[src/rtl/addsub_skew_pkg.sv]
package addsub_skew_pkg;

   typedef struct packed {
      logic carry;
      logic sum;
   } bit_result_t;

   function automatic bit_result_t full_add(input logic x, input logic y, input logic ci);
      bit_result_t r;
      r.sum   = x ^ y ^ ci;
      r.carry = (x & y) | (ci & (x ^ y));
      return r;
   endfunction

endpackage

[src/rtl/addsub_skew_delay.sv]
module addsub_skew_delay #(
   parameter int W          = 1,
   parameter int DEPTH      = 0,
   parameter bit RESET_DATA = 1'b1
) (
   input  logic         clk,
   input  logic         rst_n,
   input  logic [W-1:0] d,
   output logic [W-1:0] q
);

   if (W < 1) begin : g_bad_w
      $error("addsub_skew_delay: W must be at least 1");
   end
   if (DEPTH < 0) begin : g_bad_depth
      $error("addsub_skew_delay: DEPTH must not be negative");
   end

   if (DEPTH == 0) begin : g_wire
      wire unused_pins = clk ^ rst_n;
      assign q = d;
   end else begin : g_regs
      logic [W-1:0] pipe [DEPTH];

      if (RESET_DATA) begin : g_rst
         always_ff @(posedge clk or negedge rst_n) begin
            if (!rst_n) begin
               for (int j = 0; j < DEPTH; j++) pipe[j] <= '0;
            end else begin
               pipe[0] <= d;
               for (int j = 1; j < DEPTH; j++) pipe[j] <= pipe[j-1];
            end
         end
      end else begin : g_norst
         wire unused_rst = rst_n;
         always_ff @(posedge clk) begin
            pipe[0] <= d;
            for (int j = 1; j < DEPTH; j++) pipe[j] <= pipe[j-1];
         end
      end

      assign q = pipe[DEPTH-1];
   end

endmodule

[src/rtl/addsub_skew_cell.sv]
module addsub_skew_cell
   import addsub_skew_pkg::*;
#(
   parameter bit RESET_DATA = 1'b1
) (
   input  logic clk,
   input  logic rst_n,
   input  logic x,
   input  logic y,
   input  logic invert_y,
   input  logic ci,
   output logic sum,
   output logic carry
);

   bit_result_t nxt;
   bit_result_t held;

   assign nxt = full_add(x, y ^ invert_y, ci);

   if (RESET_DATA) begin : g_rst
      always_ff @(posedge clk or negedge rst_n) begin
         if (!rst_n) held <= '0;
         else        held <= nxt;
      end
   end else begin : g_norst
      always_ff @(posedge clk) held <= nxt;
   end

   assign sum   = held.sum;
   assign carry = held.carry;

   // equal effective inputs generate or kill the carry regardless of ci
   p_gen_kill_r1: assert property (@(posedge clk) disable iff (!rst_n)
      (x == (y ^ invert_y)) |=> (carry == $past(x)));

   // differing effective inputs pass ci up and flip it into the sum
   p_propagate_r2: assert property (@(posedge clk) disable iff (!rst_n)
      (x != (y ^ invert_y)) |=> (carry == $past(ci) && sum == !$past(ci)));

endmodule

[src/rtl/addsub_skew_top.sv]
module addsub_skew_top #(
   parameter int WIDTH      = 8,
   parameter bit RESET_DATA = 1'b1
) (
   input  logic             clk,
   input  logic             rst_n,
   input  logic             in_valid,
   input  logic             op_sub,
   input  logic [WIDTH-1:0] a_in,
   input  logic [WIDTH-1:0] b_in,
   output logic             out_valid,
   output logic [WIDTH-1:0] sum_out,
   output logic             carry_out
);

   localparam int LATENCY = WIDTH;
   localparam int OCC_W   = $clog2(LATENCY + 2);

   if (WIDTH < 1) begin : g_bad_width
      $error("addsub_skew_top: WIDTH must be at least 1");
   end

   logic [WIDTH:0]   carry_chain;
   logic [WIDTH-1:0] sum_raw;
   logic [WIDTH-1:0] sum_aligned;

   // the carry into bit 0 is the select itself: one for subtract
   assign carry_chain[0] = op_sub;

   for (genvar i = 0; i < WIDTH; i++) begin : g_bit
      logic [2:0] skewed;

      // select, operand-a bit and operand-b bit wait i ticks for the carry
      addsub_skew_delay #(.W(3), .DEPTH(i), .RESET_DATA(RESET_DATA)) u_skew (
         .clk (clk),
         .rst_n (rst_n),
         .d   ({op_sub, a_in[i], b_in[i]}),
         .q   (skewed)
      );

      addsub_skew_cell #(.RESET_DATA(RESET_DATA)) u_cell (
         .clk      (clk),
         .rst_n    (rst_n),
         .x        (skewed[1]),
         .y        (skewed[0]),
         .invert_y (skewed[2]),
         .ci       (carry_chain[i]),
         .sum      (sum_raw[i]),
         .carry    (carry_chain[i+1])
      );

      // lower bits wait for the top bit so the word leaves aligned
      addsub_skew_delay #(.W(1), .DEPTH(WIDTH-1-i), .RESET_DATA(RESET_DATA)) u_deskew (
         .clk   (clk),
         .rst_n (rst_n),
         .d     (sum_raw[i]),
         .q     (sum_aligned[i])
      );
   end

   addsub_skew_delay #(.W(1), .DEPTH(LATENCY), .RESET_DATA(1'b1)) u_valid (
      .clk   (clk),
      .rst_n (rst_n),
      .d     (in_valid),
      .q     (out_valid)
   );

   assign sum_out   = sum_aligned;
   assign carry_out = carry_chain[WIDTH];

   // in-flight count used by the checks below
   logic [OCC_W-1:0] occ;
   always_ff @(posedge clk or negedge rst_n) begin
      if (!rst_n) occ <= '0;
      else begin
         case ({in_valid, out_valid})
            2'b10:   occ <= occ + 1'b1;
            2'b01:   occ <= occ - 1'b1;
            default: occ <= occ;
         endcase
      end
   end

   p_occ_bound_r5: assert property (@(posedge clk) disable iff (!rst_n)
      occ <= OCC_W'(LATENCY));

   p_no_phantom_r6: assert property (@(posedge clk) disable iff (!rst_n)
      out_valid |-> (occ != '0));

   // subtracting equal low bits: 1 + a0 + ~a0 leaves sum 0 with carry 1
   p_stage0_sub_r2: assert property (@(posedge clk) disable iff (!rst_n)
      (op_sub && a_in[0] == b_in[0]) |=> (carry_chain[1] && !sum_raw[0]));

   // adding two zero low bits can produce no carry
   p_stage0_add_r1: assert property (@(posedge clk) disable iff (!rst_n)
      (!op_sub && !a_in[0] && !b_in[0]) |=> (!carry_chain[1] && !sum_raw[0]));

endmodule

[config.mk]
export PLATFORM = sky130hd
export DESIGN_NAME = addsub_skew_top
export DESIGN_NICKNAME = d
export VERILOG_FILES = /design/src/rtl/addsub_skew_pkg.sv /design/src/rtl/addsub_skew_delay.sv /design/src/rtl/addsub_skew_cell.sv /design/src/rtl/addsub_skew_top.sv
export SDC_FILE = /design/constraint.sdc
export NUM_CORES = 1
export LEC_CHECK = 0
export BUFFER_PORTS_ARGS = -buffer_cell sky130_fd_sc_hd__buf_2
export CAP_MARGIN = 10
export CORE_MARGIN = 5
export CORE_UTILIZATION = 55
export CTS_CLUSTER_DIAMETER = 60
export DETAILED_ROUTE_END_ITERATION = 12
export GPL_ROUTABILITY_DRIVEN = 0
export PLACE_DENSITY = 0.8
export SKIP_LAST_GASP = 1
export SYNTH_ARGS = -nofsm -noshare
export SYNTH_HDL_FRONTEND = slang
export SYNTH_SLANG_ARGS = --single-unit
[constraint.sdc]
create_clock -name clk -period 1.3 [get_ports clk]
set_input_delay 0.26 -clock clk [delete_from_list [all_inputs] [get_ports clk]]
set_output_delay 0.26 -clock clk [all_outputs]
set_load 0.005 [all_outputs]
==> impl_metrics.py <==
metrics = {
    "global_routing": {
        "antenna_found_initial": 0,
        "grt_pass1_vias": 1755,
        "grt_pass1_wl_mm": 8.71,
        "grt_overflow": 0,
        "grt_start_max_net_pins": 33,
        "grtUsageTotal_pct": 16.8,
    },
    "floorplan": {
        "ioPinCount": 30,
        "die_w_um": 87.1,
        "rows": 28,
        "coreArea_um2": 5850,
        "die_h_um": 87.1,
        "initial_core_util_pct": 55.9,
        "die_area_um2": 7580,
    },
    "worst_setup_path": {
        "start_kind": "register",
        "cp.arrival_ns": 0.98,
        "critical-path-top-delay-family": "flip-flops",
        "cp_max_fo": 1,
        "crit_chain": "buf_2",
        "max_stage_delay_ns": 0.36,
        "path_buf_inv": 1,
        "endpoint_kind": "output port",
        "crit_type": "register to output port",
        "worstPathRequired_ns": 1.04,
        "cp_slowest_cell": "dfrtp_1",
    },
    "power_and_ir_drop": {
        "sw_frac_of_total_pct": 20.4,
        "switchingPower_mw": 1.81,
        "clock_power_share_pct": 49.1,
        "p_per_area_nw_per_um2": 2080,
        "ir_worst_vdd_mv": 1.56,
        "internal-power_mw": 7.08,
        "pwr-share-comb_pct": 4.6,
        "leakage_nw": 2.09,
        "p_seq_share_pct": 46.3,
    },
    "flow_run": {
        "drv_cap": 0,
    },
    "yosys": {
        "synth_compound_area_share_pct": 0,
        "synth_area_leaders": "dfrtp_1 88%, fa_1 4.3%, inv_1 3.2%",
        "synth_area_um2": 3270,
        "avgSynthCellArea_um2": 19.6,
        "synth_seq_area_share_pct": 88.1,
        "synth_top_area_cell": "dfrtp_1",
        "synthXorXnorAreaFrac_pct": 2.14,
        "synth_top_family_by_area": "buffers and inverters",
        "synthesis.nets": 194,
        "synth_adder_area_share_pct": 4.29,
        "synth_cell_types": 7,
        "ys_seq_elements": 115,
        "synth_mux_area_share_pct": 0.459,
        "synthCells": 167,
        "yosysWarningCount": 0,
        "yosys.area_share.simple_pct": 0,
        "synth_top_area_share_pct": 88.1,
    },
    "status": {
        "status": "finished, violations left",
        "violations": "hold timing",
    },
    "layout": {
        "nNetsFinal": 256,
        "layout_common_cells": "115 x dfrtp_1, 28 x inv_1, 28 x buf_2",
        "n_antenna_cell": 0,
        "final_area_um2": 4280,
        "area_delta_synth_final_pct": 30.9,
        "final_common_cell": "dfrtp_1",
        "drive_gt1_share_pct": 28.1,
    },
    "clock_tree": {
        "cts.path.max_buffers": 2,
        "htreeDepth": 4,
        "cts_tree": "built",
        "cts_root_buffer": "clkbuf_8",
        "cts.sinks": 115,
        "clk_pin_slew_ns": 0.05,
        "post_cts_buffers": 0,
        "clk_latency_ns": 0.50,
        "cts_made_buffers": 17,
    },
    "sta": {
        "setup_tns_ns": 0,
        "holdWs_ns": -0.0181,
        "finalCritPeriodShare_pct": 95.3,
        "finalSetupViolCount": 0,
        "fin_skew_ns": 0.00727,
        "slew_viol_final": 0,
        "min_period_ns": 1.24,
        "worst_slew_pin_slew_ns": 0.386,
        "hold_viol": 1,
        "relSlewSlack_pct": 74.3,
        "grt_setup_unrepaired": "false",
        "fmax_ghz": 0.807,
    },
    "worst_hold_path": {
        "hold_class": "input pin to register",
    },
    "placed_design": {
        "dp.final_hpwl_mm": 2.25,
        "portBuffers": 29,
        "placed_cell_area_um2": 3500,
    },
    "detailed_routing": {
        "viasPerCell": 4.40,
        "drt-initial-drc-count": 63,
        "drcViolationCount": 0,
        "wl_per_cell_um": 15.1,
        "wirelength_mm": 4.78,
        "first_pass_iters": 3,
        "drtAntennaViolNets": 0,
        "vias": 1396,
    },
}
cells in the mapped netlist:
library cell and number:
fa_1 7, dfrtp_1 115, inv_1 28, buf_4 8
xnor2_1 7, mux2_4 1, xor2_1 1
registers in the layout (all words and copies together), names as in the netlist:
signal                      flops
g_bit.u_cell.carry              8
g_bit.u_cell.sum                8
g_bit.u_deskew.g_regs.pipe     21
g_bit.u_deskew.q                7
g_bit.u_skew.g_regs.pipe       42
g_bit.u_skew.q                 21
u_valid.g_regs.pipe             7
u_valid.q                       1
per-layer routing:
metal  track usage [%]  up-vias  wire length (um)
met5                 0        -                 0
met4              8.92        0               100
met3              7.00       15               335
met2              30.2       47              2830
met1              16.1      730              1510
li1                  -      604                 -
repair_timing:
action / in CTS / in global routing
hold endpoints to repair: 55 / 0
hold buffers: 19 / 0
resized for setup: 0 / 2
setup endpoints to repair: 0 / 3
through the flow:
step / worst slack, ns / cells / hold WS, ns / utilization [%] / power [mW]
6_report: 0.0607 / 317 / -0.0181 / 73.1 / 8.89
5_1_grt: 0.00562 / 317 / 0.0122 / 73.1 / 9.30
4_1_cts: 0.0207 / 318 / 0.0117 / 73.0 / 9.00
3_5_place_dp: 0.127 / 267 / 0.211 / 59.9 / 4.52
3_3_place_gp: 0.166 / 267 / 0.204 / 59.9 / 4.45
2_1_floorplan: 0.189 / 167 / -0.0356 / - / 4.35
final timing paths:
kind	start	endpoint	slack [ns]	cells past startpoint
setup / recovery	g_bit[1].u_deskew.q	sum_out[1]	0.06	1
hold / removal	b_in[0]	g_bit[0].u_cell.sum	-0.02	2
setup reg to reg	g_bit[5].u_skew.q[2]	g_bit[5].u_cell.sum	0.07	3
hold reg to reg	g_bit[5].u_skew.g_regs.pipe[7]	g_bit[5].u_skew.g_regs.pipe[4]	0.34	0
max in group asynchronous	rst_n	g_bit[1].u_skew.q[1]	0.52	3
min in group asynchronous	rst_n	g_bit[2].u_deskew.g_regs.pipe[2]	0.23	2
power groups by stage:
| stage | sequential, mW | combinational, mW | clock (mW) |
|---|---|---|---|
| finish | 4.12 | 0.410 | 4.36 |
| global route | 4.16 | 0.479 | 4.67 |
| CTS | 4.12 | 0.421 | 4.46 |
| detailed placement | 4.17 | 0.348 | 0 |
| global placement | 4.13 | 0.326 | 0 |
| floorplan | 4.12 | 0.222 | 0 |
area by class of cell:
cell class | count | area, um^2
Fill cell | 336 | 1570
Sequential cell | 115 | 2880
Tap cell | 75 | 93.8
Timing Repair Buffer | 51 | 383
Clock buffer | 21 | 469
Inverter | 28 | 105
Clock inverter | 11 | 108
Multi-Input combinational cell | 16 | 240
cell families after synthesis:
kind of cell             Yosys count
multiplexers                       1
flip-flops                       115
buffers and inverters             36
adder cells (fa/ha/maj)            7
XOR/XNOR                           8
(Power assumes the default switching activity.)
